==> src/rtl/burst_req_pkg.sv <==
package burst_req_pkg;

  typedef enum logic [1:0] {
    BURST_4   = 2'd0,
    BURST_8   = 2'd1,
    BURST_16  = 2'd2,
    BURST_RSV = 2'd3
  } burst_sel_e;

  // reserved encoding falls back to the longest burst
  function automatic int unsigned burst_words(burst_sel_e sel);
    case (sel)
      BURST_4:  return 4;
      BURST_8:  return 8;
      default:  return 16;
    endcase
  endfunction

endpackage

==> src/rtl/brq_fifo_mem.sv <==
module brq_fifo_mem #(
  parameter int unsigned DEPTH  = 32,
  parameter int unsigned DATA_W = 32,
  localparam int unsigned AW    = $clog2(DEPTH)
) (
  input  logic              clk_i,
  input  logic              rst_ni,
  input  logic              push_i,
  input  logic              pop_i,
  input  logic [DATA_W-1:0] wdata_i,
  output logic [DATA_W-1:0] rdata_o
);

  logic [DATA_W-1:0] mem_q [DEPTH];
  logic [AW-1:0]     wptr_q, rptr_q;

  function automatic logic [AW-1:0] ptr_next(logic [AW-1:0] p);
    return (p == AW'(DEPTH - 1)) ? '0 : p + AW'(1);
  endfunction

  always_ff @(posedge clk_i or negedge rst_ni) begin
    if (!rst_ni) begin
      wptr_q <= '0;
      rptr_q <= '0;
    end else begin
      if (push_i) wptr_q <= ptr_next(wptr_q);
      if (pop_i)  rptr_q <= ptr_next(rptr_q);
    end
  end

  always_ff @(posedge clk_i) begin
    if (push_i) mem_q[wptr_q] <= wdata_i;
  end

  assign rdata_o = mem_q[rptr_q];

endmodule

==> src/rtl/brq_level.sv <==
module brq_level #(
  parameter int unsigned DEPTH = 32,
  localparam int unsigned CNT_W = $clog2(DEPTH + 1)
) (
  input  logic             clk_i,
  input  logic             rst_ni,
  input  logic             push_i,
  input  logic             pop_i,
  output logic [CNT_W-1:0] free_o,
  output logic             full_o,
  output logic             empty_o
);

  logic [CNT_W-1:0] used_q;

  // push and pop in one cycle cancel out
  always_ff @(posedge clk_i or negedge rst_ni) begin
    if (!rst_ni) begin
      used_q <= '0;
    end else begin
      case ({push_i, pop_i})
        2'b10:   used_q <= used_q + CNT_W'(1);
        2'b01:   used_q <= used_q - CNT_W'(1);
        default: used_q <= used_q;
      endcase
    end
  end

  assign free_o  = CNT_W'(DEPTH) - used_q;
  assign full_o  = (used_q == CNT_W'(DEPTH));
  assign empty_o = (used_q == '0);

endmodule

==> src/rtl/brq_req_gen.sv <==
module brq_req_gen
  import burst_req_pkg::*;
#(
  parameter int unsigned CNT_W = 6
) (
  input  burst_sel_e       sel_i,
  input  logic             dis_i,
  input  logic [CNT_W-1:0] free_i,
  output logic             req_o
);

  logic [CNT_W-1:0] thr;

  assign thr   = CNT_W'(burst_words(sel_i));
  assign req_o = !dis_i && (free_i >= thr);

endmodule

==> src/rtl/burst_dma_req.sv <==
module burst_dma_req
  import burst_req_pkg::*;
#(
  parameter int unsigned DEPTH  = 32,
  parameter int unsigned DATA_W = 32,
  localparam int unsigned CNT_W = $clog2(DEPTH + 1)
) (
  input  logic              clk_i,
  input  logic              rst_ni,
  input  logic [1:0]        burst_sel_i,
  input  logic              req_dis_i,
  input  logic              wr_valid_i,
  input  logic [DATA_W-1:0] wr_data_i,
  output logic              wr_ready_o,
  input  logic              rd_en_i,
  output logic              rd_valid_o,
  output logic [DATA_W-1:0] rd_data_o,
  output logic              dma_req_o,
  output logic [CNT_W-1:0]  free_o,
  output logic              full_o,
  output logic              empty_o
);

  logic push, pop;
  logic full, empty;

  // a write to a full buffer waits; ready reopens the cycle after a drain
  assign wr_ready_o = !full;
  assign push       = wr_valid_i && !full;
  assign pop        = rd_en_i && !empty;
  assign rd_valid_o = !empty;
  assign full_o     = full;
  assign empty_o    = empty;

  brq_fifo_mem #(.DEPTH(DEPTH), .DATA_W(DATA_W)) i_mem (
    .clk_i   (clk_i),
    .rst_ni  (rst_ni),
    .push_i  (push),
    .pop_i   (pop),
    .wdata_i (wr_data_i),
    .rdata_o (rd_data_o)
  );

  brq_level #(.DEPTH(DEPTH)) i_level (
    .clk_i   (clk_i),
    .rst_ni  (rst_ni),
    .push_i  (push),
    .pop_i   (pop),
    .free_o  (free_o),
    .full_o  (full),
    .empty_o (empty)
  );

  brq_req_gen #(.CNT_W(CNT_W)) i_req (
    .sel_i  (burst_sel_e'(burst_sel_i)),
    .dis_i  (req_dis_i),
    .free_i (free_o),
    .req_o  (dma_req_o)
  );

endmodule

==> config.mk <==
export PLATFORM = sky130hd
export DESIGN_NAME = burst_dma_req
export DESIGN_NICKNAME = d
export VERILOG_FILES = /design/src/rtl/burst_req_pkg.sv /design/src/rtl/brq_fifo_mem.sv /design/src/rtl/brq_level.sv /design/src/rtl/brq_req_gen.sv /design/src/rtl/burst_dma_req.sv
export SDC_FILE = /design/constraint.sdc
export NUM_CORES = 1
export LEC_CHECK = 0
export BUFFER_PORTS_ARGS = -buffer_cell sky130_fd_sc_hd__buf_2
export CAP_MARGIN = 10
export CORE_ASPECT_RATIO = 1.2
export CORE_MARGIN = 8
export CORE_UTILIZATION = 62
export CTS_CLUSTER_DIAMETER = 50
export DETAILED_ROUTE_END_ITERATION = 10
export GPL_TIMING_DRIVEN = 1
export PLACE_DENSITY = 0.79
export SYNTH_ARGS = -nofsm -noshare
export SYNTH_HDL_FRONTEND = slang
export SYNTH_SLANG_ARGS = --single-unit
==> constraint.sdc <==
create_clock -name clk_i -period 4.8 [get_ports clk_i]
set_input_delay 0.24 -clock clk_i [delete_from_list [all_inputs] [get_ports clk_i]]
set_output_delay 0.24 -clock clk_i [all_outputs]
set_load 0.02 [all_outputs]
== Yosys cells after proc, flatten, opt, wreduce, memory -nomap -nowiden ==
Memories as Yosys holds them, arrays and structs flattened.
Index checks and enable logic that the tools add are counted.
Word-level totals
  flip-flop bits (word level): 16
  output and inout bits: 43
  input bits: 39
  bits in writable memories: 1024
  memories: 1
Memories
  i_mem.mem_q: words 32, width 32, rd ports 1, clocked after memory_dff 0, write ports 1, line brq_fifo_mem.sv:14  | logic [DATA_W-1:0] mem_q [DEPTH];
Cells by class
  $add $sub $neg: 5
  reduce and logical (&&, ||, !) cells: 9
  muxes and demuxes: 6
  equality and inequality tests: 6
  order comparisons: 1
Operators with widths (number)
  $pmux W6 S2: 1
  $add A5 B1 Y5 const B: 2
  $eq A5 B5 Y1 const B: 2
  $mux W5: 2
  $pmux W5 S2: 1
  $add A6 B1 Y6 const B: 1
  $eq A6 B6 Y1 const B: 1
  $ge A6 B5 Y1: 1
  $logic_not A6 Y1: 1
  $sub A6 B1 Y6 const B: 1
  $sub A6 B6 Y6 const A: 1
  $eq A2 B1 Y1 const B: 2
  $logic_and A1 B1 Y1: 3
  $logic_not A1 Y1: 3
  $eq A2 B2 Y1 const B: 1
  $logic_not A2 Y1: 1
  $mux W1: 2
  $reduce_bool A2 Y1: 1

== Logic depth before layout (Yosys ltp) ==
Gate-level depths: netlist of run 1.
  word-level depth: 5
  depth in mapped cells: 11
  mapped depth without buffers: 11

== Modules after synthesis ==
Synthesis of run 1 repeated with hierarchy kept, for this count alone.
Unflattened totals
  cells, all modules: 1859
  area total of the unflattened synthesis: 40176.0 um^2
Modules (own cells, without submodules)
  brq_fifo_mem: area an instance 39440.3 um^2, cells each 1771, times used 1
  brq_level: area an instance 614.3 um^2, cells each 71, times used 1
  brq_req_gen: area an instance 101.3 um^2, cells each 13, times used 1
  burst_dma_req: area an instance 20.0 um^2, cells each 4, times used 1

== Worst setup path after synthesis of run 1 ==
No wires, ideal clock.
  path kind: register to register
  from: register i_level.used_q[0]
  to: memory i_mem.mem_q[31][0] (enable)
  clock period less this slack: 3307 ps
  path buffers: 0
  setup time: 421 ps
  stages on the path, launching flop included: 7
  data required time: 4379 ps
  path slack: 1493 ps
  arrival time: 2886 ps
  path through: dfrtp_1 > inv_1 > ha_1 > nor4b_2 > a21boi_2 > nand2_1 > nor2_1
On the way
  longest elaborated chain between the ends: 5
RTL lines
  start: declaration: line brq_level.sv:14  | logic [CNT_W-1:0] used_q;
  start signal: assignment: line brq_level.sv:22  | 2'b10: used_q <= used_q + CNT_W'(1);
  start signal: assignment: line brq_level.sv:23  | 2'b01: used_q <= used_q - CNT_W'(1);
  start signal: assignment: line brq_level.sv:24  | default: used_q <= used_q;
  $eq A6 B6 Y1: line brq_level.sv:30  | assign full_o = (used_q == CNT_W'(DEPTH));
  $logic_not A1 Y1: line burst_dma_req.sv:29  | assign push = wr_valid_i && !full;
  $logic_and A1 B1 Y1: line burst_dma_req.sv:29
  $mux W1: line brq_fifo_mem.sv:32  | if (push_i) mem_q[wptr_q] <= wdata_i;
  $mux W1 (not written as such): line brq_fifo_mem.sv:32
  end: declaration: line brq_fifo_mem.sv:14
No other way between the ends.

== Worst setup path in the final report of run 1 ==
  from: register i_mem.rptr_q[3]
  to: output port rd_data_o[26]
On the way
  longest elaborated chain between the ends: 1
RTL lines
  start: declaration: line brq_fifo_mem.sv:15  | logic [AW-1:0] wptr_q, rptr_q;
  start signal: assignment: line brq_fifo_mem.sv:27  | if (pop_i) rptr_q <= ptr_next(rptr_q);
  $mem_v2 Z32 W32
  end: declaration: line burst_dma_req.sv:17  | output logic [DATA_W-1:0] rd_data_o,
No other way between the ends.

==> results.yml, run 1 <==
job:
  cap_viol_max_count: 0
worst_setup_path:
  worst_path_max_delay_cell: "dfrtp_1"
  crit_required_ns: 4.56
  reg2reg_to: "i_mem.mem_q[31][15]"
  cp.arrival_ns: 3.69
  reg2reg_from: "i_level.used_q[0]"
  path_cells: "nor2b_4 -> buf_4 -> a22oi_1 -> a22oi_1 -> buf_2"
  cp.buffers_inverters: 2
  end_kind: "output port"
  rr_worst_depth: 7
  crit_family: "flip-flops"
  cp-start-kind: "register"
  cpMostUsedCell: "a22oi_1"
  slowest_delay_ns: 0.91
  ff2ff_setup_slack_ns: 1.06
  path_max_fanout: 24
  path_class: "register to output port"
synthesis:
  syn-num-nets: 1907
  synth-main-ff-cell: "edfxtp_1"
  synth_xor_area_share_pct: 0.175
  synth-seq-cells: 1040
  synth_warnings: 0
  synth_area_um2: 40000
  synth_edf_count: 1024
  synth_top_family_by_area: "multiplexers"
  synth_top_area_share_pct: 76.8
  yosysUniqueCellTypes: 53
  synth_compound_gate_area_share_pct: 4.42
  synthTopCellsByArea: "edfxtp_1, mux4_2, mux2i_1, a22oi_1, o221ai_1"
  ys_seq_area_share_pct: 77.8
  yosysTopAreaCell: "edfxtp_1"
  syn_inst: 1850
  synthArstFlopShare_pct: 1.54
  synth-simple-area-share_pct: 1.15
  synthAdderAreaFrac_pct: 0.582
  avgSynthCellArea_um2: 21.6
  synth_mux_area_share_pct: 14.1
drt:
  drc: 0
  postRouteAntennaNets: 0
  wl_um: 99000
  vias: 20400
  viasPerCell: 7.01
  wire_per_inst_um: 34.1
  drtIter0Drc: 2615
  dr.pass1.iters: 7
grt:
  overflow: 0
  grt_first_pass_wirelength_um: 144000
  grt_util_met2_pct: 45.8
  grt_max_degree: 61
  top_usage_layer: "met2"
  antenna_found_initial: 2
  met3_usage_pct: 4.44
  track_usage_pct: 27.6
  grt_pass1_vias: 21400
  grt.met1_usage_pct: 35.3
layout:
  nets: 2050
  finalInstanceArea_um2: 45100
  area_growth_syn_to_layout_pct: 12.7
  drive_above_1_share_pct: 26.0
  utilization_pct: 70.3
timing:
  drv_slew: 0
  slew_headroom_pct: 20.2
  finalHoldViolCount: 0
  setup-violations-final: 0
  clock_skew_ns: 0.0307
  tns_ns: 0
  post-route-period-util_pct: 81.9
  fin_crit_ns: 3.93
  fmax_ghz: 0.254
  worst_pin_slew_ns: 1.19
  rsz0062_at_grt: "false"
floorplan:
  ioPinCount: 82
  initial_core_util_pct: 62.3
  die_h_um: 294
  core_um2: 64200
  row_count: 102
  die_w_um: 248
  die-area_um2: 73000
placement:
  port-buffer-count: 81
  place_congestion: 0.843
  hpwl_um: 54800
  dpl_cell_area_um2: 41700
outcome:
  status: "complete, no violations"
clock_network:
  clk_pin_slew_ns: 0.06
  insertion_delay_ns: 0.67
  cts_tree: "done"
  numCtsBuffers: 95
  cts_resized: 0
  cts.sinks: 1040
  cts_max_path_buffers: 3
  cts_root_buffer: "clkbuf_16"
  htree_levels: 3
pwr:
  finalPower_w: 0.0266
  powerDensity_nw_per_um2: 590
  irDropWorstVdd_mv: 0.427
  power_leakage_nw: 14.5
hold_path:
  hp-class: "input port to async pin"
[through the flow]
stage / cells / worst slack [ns] / hold slack, ns
6_report: 2904 / 0.869 / 0.0396
5_1_grt: 2904 / 0.842 / 0.0780
4_1_cts: 2903 / 0.902 / 0.0280
3_5_place_dp: 2726 / 1.16 / 0.177
3_3_place_gp: 2726 / 1.31 / 0.175
2_1_floorplan: 1850 / 1.49 / -0.0556
[layout make-up]
cell class / count / area, µm²
sequential: 1040 / 31200
fill: 3598 / 19100
multi-input combinational: 691 / 8460
clock buffer: 111 / 2520
timing repair buffer: 151 / 1050
tap: 832 / 1040
clock inverter: 64 / 808
inverter: 14 / 52.6
antenna: 1 / 2.50
[worst max path at each step]
stage | slack (ns) | to | from | depth (start not counted)
finish | 0.87 | rd_data_o[26] | i_mem.rptr_q[3] | 5
global route | 0.84 | i_mem.mem_q[31][11] | i_level.used_q[0] | 7
CTS | 0.90 | rd_data_o[24] | i_mem.rptr_q[3] | 5
detailed placement | 1.16 | i_mem.mem_q[31][12] | i_level.used_q[0] | 7
global placement | 1.31 | i_mem.mem_q[31][12] | i_level.used_q[0] | 7
floorplan | 1.49 | i_mem.mem_q[31][0] | i_level.used_q[0] | 6
[synthesized netlist by cell type (all sizes together), types with 3 or more instances]
master,count
a21oi,65
a22oi,93
buf,60
clkbuf,45
dfrtp,16
edfxtp,1024
ha,17
inv,14
mux2,3
mux2i,127
mux4,193
nand2,20
nand3,4
nand3b,4
nor2,40
nor2b,3
nor4b,3
o21ai,14
o221ai,62
or3,3
or3b,3
xnor2,6
[placed cells by master, fill, tap and decap left out, types with 6 or more instances in the layout]
master / count
clkbuf_1: 11
buf_2: 81
clkinv_1: 18
o221ai_1: 62
edfxtp_1: 1024
mux4_2: 193
nor2_4: 33
bufinv_16: 17
xnor2_1: 6
o21ai_0: 13
buf_12: 9
inv_1: 14
nand2_1: 20
buf_4: 59
mux2i_1: 127
ha_1: 17
dfrtp_1: 12
a22oi_1: 93
a21oi_1: 65
nor2_1: 7
clkbuf_16: 98
clkinv_2: 17
[kinds of logic after synthesis]
| group | Yosys count |
|---|---|
| buffers and inverters | 119 |
| DFF | 1040 |
| xor gates and xnor gates | 8 |
| AOI/OAI and AO/OA | 249 |
| muxes | 323 |
| adders and majority gates | 18 |
| and+or+nand+nor | 93 |
[where the power goes]
group | total, W | switching, W | internal [W]
logic | 0.00755 | 0.00460 | 0.00295
clock network | 0.00803 | 0.00333 | 0.00470
registers | 0.0110 | 0.000530 | 0.0105
total | 0.0266 | 0.00846 | 0.0181
[per-layer routing]
metal	part of all wire [%]	vias to the layer above
met3	9.8	282
met5	0	-
met2	51	1433
met1	34	10500
met4	5.4	0
li1	-	8120
[state kept, by name, summed over array words and instances (netlist names)]
| name | count |
|---|---|
| i_mem.mem_q | 1024 |
| i_level.used_q | 6 |
| i_mem.rptr_q | 5 |
| i_mem.wptr_q | 5 |
[what timing repair did]
item                       in CTS  in global routing
hold buffers                    2                  0
setup endpoints to repair       0                  0
hold endpoints to repair       18                  0
buffers inserted                0                  0
(Power assumes the default switching activity.)
==> inputs of run 2 (changes only) <==
--- a/config.mk
+++ b/config.mk
@@ -9,11 +9,11 @@
 export CAP_MARGIN = 10
 export CORE_ASPECT_RATIO = 1.2
 export CORE_MARGIN = 8
-export CORE_UTILIZATION = 62
+export CORE_UTILIZATION = 56
 export CTS_CLUSTER_DIAMETER = 50
 export DETAILED_ROUTE_END_ITERATION = 10
 export GPL_TIMING_DRIVEN = 1
-export PLACE_DENSITY = 0.79
+export PLACE_DENSITY = 0.75
 export SYNTH_ARGS = -nofsm -noshare
 export SYNTH_HDL_FRONTEND = slang
 export SYNTH_SLANG_ARGS = --single-unit
==> constraint.sdc (replaced) <==
create_clock -name clk_i -period 3.51 [get_ports clk_i]
set_input_delay 0.1755 -clock clk_i [delete_from_list [all_inputs] [get_ports clk_i]]
set_output_delay 0.1755 -clock clk_i [all_outputs]
set_load 0.02 [all_outputs]
==> results.yml, run 2 (same netlist as run 1, synthesis figures left out) <==
pwr:
  p_clk_share_pct: 28.9
  comb_power_share_pct: 29.0
  seqPwrFrac_pct: 42.1
  internal_power_w: 0.0243
  powerDensity_nw_per_um2: 780
  power_leakage_nw: 14.6
  swShare_pct: 31.6
  finalPower_w: 0.0355
  irDropWorstVdd_mv: 0.481
  p_switching_w: 0.0112
timing:
  worst_pin_slew_ns: 0.840
  tns_ns: 0
  drv_slew: 0
  post-route-period-util_pct: 95.9
  slew_headroom_pct: 43.9
  clock_skew_ns: 0.0278
  fmax_ghz: 0.297
  finalHoldViolCount: 0
  fin_crit_ns: 3.37
  hold-worst-slack_ns: 0.0242
  rsz0062_at_grt: "false"
  setup-violations-final: 0
layout:
  largest_registers: "i_mem.mem_q x1024, i_level.used_q x6"
  drive_above_1_share_pct: 26.8
  antenna_cells: 0
  layout_common_cells: "edfxtp_1, mux4_2, mux2i_1"
  nets: 2088
  area_growth_syn_to_layout_pct: 13.8
  layoutNonFillerInstCount: 3036
  largest_reg_flops: 1024
  final_common_cell: "edfxtp_1"
  finalInstanceArea_um2: 45600
  largest_register: "i_mem.mem_q"
worst_setup_path:
  reg2reg_to: "i_level.used_q[5]"
  cp-start-kind: "register"
  slowest_delay_ns: 0.83
  path_max_fanout: 24
  path_class: "register to output port"
  path_cells: "buf_4 -> mux4_2 -> a22oi_1 -> a22oi_1 -> buf_2"
  crit_required_ns: 3.33
  end_kind: "output port"
  rr_worst_depth: 12
  reg2reg_from: "i_level.used_q[0]"
  worst_path_max_delay_cell: "dfrtp_4"
  cpMostUsedCell: "a22oi_1"
  cp.arrival_ns: 3.19
  ff2ff_setup_slack_ns: 0.29
hold_path:
  hold_end: "i_mem.mem_q[6][18]"
  worstHoldStart: "wr_data_i[18]"
  hp-class: "input port to register"
  holdPathStages: 1
placement:
  dpl_cell_area_um2: 42300
  port-buffer-count: 81
  hpwl_um: 52100
  dp.cells: 2847
  place_congestion: 0.795
clock_network:
  numCtsBuffers: 95
  cts_max_path_buffers: 3
  htree_levels: 3
  cts_tree: "done"
  cts_root_buffer: "clkbuf_16"
  cts.sinks: 1040
  clk_pin_slew_ns: 0.06
  insertion_delay_ns: 0.66
floorplan:
  die_h_um: 309
  core_um2: 70800
  initial_core_util_pct: 56.5
  die_w_um: 260
  die-area_um2: 80300
  ioPinCount: 82
  row_count: 107
drt:
  wl_um: 95600
  postRouteAntennaNets: 0
  wire_per_inst_um: 31.5
  vias: 20200
  dr.pass1.iters: 5
  drc: 0
  drtIter0Drc: 2400
  viasPerCell: 6.64
grt:
  grt_pass1_vias: 21000
  antenna_found_initial: 1
  grt_max_degree: 58
  overflow: 0
  grt_first_pass_wirelength_um: 139000
  track_usage_pct: 23.8
job:
  cap_viol_max_count: 0
outcome:
  status: "complete, no violations"
-- run 2: cell types whose count changed in the layout (fill, tap and decap cells not counted), moves of 7 or more --
cell	change
buf_4	+8
bufinv_16	-7
buf_12	+20
dlygate4sd3_1	+10
-- run 2: how the worst max path moves through the flow --
| stage | from | endpoint | slack (ns) | cells after the start |
|---|---|---|---|---|
| finish | i_mem.rptr_q[0] | rd_data_o[1] | 0.14 | 5 |
| global route | i_mem.rptr_q[1] | rd_data_o[30] | 0.008 | 5 |
| CTS | i_mem.rptr_q[0] | rd_data_o[31] | 0.08 | 5 |
| detailed placement | i_level.used_q[0] | i_mem.mem_q[24][3] | 0.29 | 8 |
| global placement | i_level.used_q[0] | i_level.used_q[5] | 0.35 | 12 |
| floorplan | i_level.used_q[0] | i_mem.mem_q[31][0] | 0.20 | 6 |
-- run 2: layout make-up --
cell class	instances	area, µm²
fillers	4394	25300
flip-flops and latches	1040	31200
clock inverters	68	682
clock buffers	108	2430
multi-input cells	691	8460
inverters	14	52.6
well taps	926	1160
repair buffers	189	1610
-- run 2: repair_timing --
action | CTS | global route
endpoints found under the setup margin | 25 | 1
pin swaps | 0 | 0
hold buffers | 12 | 0
gates resized for setup | 0 | 1
setup buffers | 1 | 0
gates cloned | 0 | 0
endpoints found under the hold margin | 238 | 0
-- run 2: worst max-delay path: cells and delay by family, from the launching register on --
| kind | cells | cell delay, ns |
|---|---|---|
| AOI/OAI and AO/OA | 2 | 0.43 |
| muxes | 1 | 0.57 |
| DFF | 1 | 0.83 |
| buffers and inverters | 2 | 0.68 |
-- run 2: through the flow --
stage	util, %	setup slack (ns)
2_1_floorplan	-	0.203
3_3_place_gp	59.7	0.348
3_5_place_dp	59.7	0.286
4_1_cts	64.3	0.0768
5_1_grt	64.3	0.00824
6_report	64.3	0.142
-- run 2: power by group through the flow --
stage / Combinational, W / Clock (W) / Sequential, W
final: 0.0103 / 0.0103 / 0.0149
after global routing: 0.0109 / 0.0108 / 0.0150
after CTS: 0.0104 / 0.0104 / 0.0149
after detailed placement: 0.0103 / 0 / 0.0152
after global placement: 0.0101 / 0 / 0.0152
after floorplan: 0.00714 / 0 / 0.0148
-- run 2: per-layer routing --
layer | wire [µm] | global-route usage [%] | vias up
li1 | - | - | 8210
met1 | 34600 | 30.7 | 10600
met2 | 48700 | 40.4 | 1140
met3 | 8840 | 4.26 | 199
met4 | 3530 | 9.11 | 0
met5 | 0 | 0 | -
==> inputs of run 3 (changes only) <==
--- a/config.mk
+++ b/config.mk
@@ -9,11 +9,12 @@
 export CAP_MARGIN = 10
 export CORE_ASPECT_RATIO = 1.2
 export CORE_MARGIN = 8
-export CORE_UTILIZATION = 56
+export CORE_UTILIZATION = 67
 export CTS_CLUSTER_DIAMETER = 50
+export CTS_CLUSTER_SIZE = 20
 export DETAILED_ROUTE_END_ITERATION = 10
 export GPL_TIMING_DRIVEN = 1
-export PLACE_DENSITY = 0.75
+export PLACE_DENSITY = 0.84
 export SYNTH_ARGS = -nofsm -noshare
 export SYNTH_HDL_FRONTEND = slang
 export SYNTH_SLANG_ARGS = --single-unit
==> constraint.sdc (replaced) <==
create_clock -name clk_i -period 4.2 [get_ports clk_i]
set_input_delay 0.21 -clock clk_i [delete_from_list [all_inputs] [get_ports clk_i]]
set_output_delay 0.21 -clock clk_i [all_outputs]
set_load 0.02 [all_outputs]
==> results.yml, run 3 (same netlist as run 1, synthesis figures left out) <==
layout:
  nets: 2022
  finalInstanceArea_um2: 43900
  largest_registers: "i_mem.mem_q x1024, i_level.used_q x6"
  ff_latch_area_um2: 31200
  final_common_cell: "edfxtp_1"
  fill_cells: 3106
  layout_common_cells: "edfxtp_1, mux4_2, mux2i_1"
  largest_reg_flops: 1024
  largest_register: "i_mem.mem_q"
  area_growth_syn_to_layout_pct: 9.68
  drive_above_1_share_pct: 23.9
  multiInputGateArea_um2: 8460
grt:
  top_usage_layer: "met2"
  track_usage_pct: 29.4
  met3_usage_pct: 4.96
  antenna_found_initial: 2
  grt_max_degree: 64
  grt.met1_usage_pct: 37.2
  overflow: 0
  grt_pass1_vias: 21000
  grt_util_met2_pct: 49.3
  grt_first_pass_wirelength_um: 144000
worst_setup_path:
  ff2ff_setup_slack_ns: 0.63
  cp-start-kind: "register"
  end_kind: "output port"
  cp.buffers_inverters: 2
  path_cells: "nand3_4 -> buf_4 -> o221ai_1 -> a21oi_1 -> a22oi_1 -> buf_2"
  slowest_delay_ns: 0.93
  path_class: "register to output port"
  path_max_fanout: 43
  rr_worst_depth: 11
  cp.arrival_ns: 3.69
  crit_required_ns: 3.99
  reg2reg_from: "i_level.used_q[0]"
  cp-startpoint: "i_mem.rptr_q[3]"
  worst-path-stages: 6
  reg2reg_to: "i_level.used_q[5]"
  endpoint: "rd_data_o[11]"
  worst_path_max_delay_cell: "dfrtp_1"
  crit_family: "flip-flops"
timing:
  post-route-period-util_pct: 92.9
  rsz0062_at_grt: "false"
  fmax_ghz: 0.256
  clock_skew_ns: 0.0217
  finalHoldViolCount: 0
  setup-violations-final: 0
  drv_slew: 0
  fin_crit_ns: 3.90
  worst_pin_slew_ns: 1.33
  slew_headroom_pct: 11.1
  tns_ns: 0
  worst_slack_ns: 0.299
clock_network:
  cts_root_buffer: "clkbuf_16"
  clk_pin_slew_ns: 0.08
  cts.sinks: 1040
  htree_levels: 3
  insertion_delay_ns: 0.62
  cts_resized: 0
  numCtsBuffers: 66
  cts_tree: "done"
  cts_max_path_buffers: 3
placement:
  pre_cts_ws_ns: 0.659
  hpwl_um: 54800
  dpl_cell_area_um2: 41900
  port-buffer-count: 81
  place_congestion: 0.846
drt:
  vias: 20600
  postRouteAntennaNets: 0
  drc: 0
  viasPerCell: 7.37
  dr.pass1.iters: 6
  wire_per_inst_um: 35.8
  drtIter0Drc: 3303
  wl_um: 100000
job:
  cap_viol_max_count: 0
pwr:
  powerDensity_nw_per_um2: 636
  power_leakage_nw: 13.9
  irDropWorstVdd_mv: 0.432
hold_path:
  hp-class: "input port to async pin"
floorplan:
  die_w_um: 239
  ioPinCount: 82
  initial_core_util_pct: 67.4
  core_um2: 59300
  row_count: 98
  die-area_um2: 67800
  die_h_um: 284
outcome:
  status: "complete, no violations"
==> run 3: changes by cell type in the layout (fill, tap and decap cells not counted), moves of 2 or more <==
cell | before | now
buf_12 | 29 | 23
buf_4 | 67 | 46
bufinv_16 | 10 | 3
clkbuf_1 | 13 | 8
clkbuf_16 | 95 | 69
clkinv_1 | 21 | 6
clkinv_2 | 17 | 1
clkinv_4 | 5 | 0
clkinv_8 | 6 | 1
clkinvlp_4 | 6 | 2
diode_2 | 0 | 2
dlygate4sd3_1 | 12 | 2
inv_8 | 0 | 3
==> run 3: repair_timing <==
action	in CTS	in global routing
setup endpoints to repair	0	0
setup buffers	0	0
hold endpoints to repair	17	0
hold buffers	2	0
==> run 3: routing by layer <==
metal,share of wire [%],routed length [µm],vias to the layer above
li1,-,-,8007
met4,5.4,5390,2
met1,32,32400,10500
met5,0.013,13,-
met2,51,51000,1792
met3,11,11300,311
==> run 3: final cells by class <==
class                           count  area share, %
Clock inverter                     20          0.496
Timing Repair Buffer              152           2.81
Tap cell                          800           2.28
Clock buffer                       77           4.00
Inverter                           14          0.120
Multi-Input combinational cell    691           19.3
Sequential cell                  1040           71.0
Antenna cell                        2         0.0114
==> run 3: power by group <==
part           switching (W)  leakage (nW)  internal, W
clock                0.00332         0.959      0.00320
combinational        0.00549          3.51      0.00342
sequential          0.000499          9.41       0.0120
total                0.00931          13.9       0.0186
==> run 3: worst min path at each step <==
stage,to,depth (start not counted)
finish,i_mem.wptr_q[1],2
global route,i_mem.wptr_q[1],2
CTS,i_mem.wptr_q[1],2
detailed placement,i_level.used_q[2],1
global placement,i_level.used_q[2],1
floorplan,i_level.used_q[0],0
==> run 3: metrics by stage <==
| stage | hold slack, ns | util (%) | power, W | instances |
|---|---|---|---|---|
| after global routing | 0.0897 | 73.9 | 0.0286 | 2795 |
| after floorplan | -0.0856 | - | 0.0183 | 1850 |
| after detailed placement | 0.147 | 70.6 | 0.0214 | 2695 |
| after global placement | 0.145 | 70.6 | 0.0211 | 2695 |
| final | 0.0479 | 74.0 | 0.0279 | 2796 |
| after CTS | 0.0422 | 73.9 | 0.0279 | 2794 |
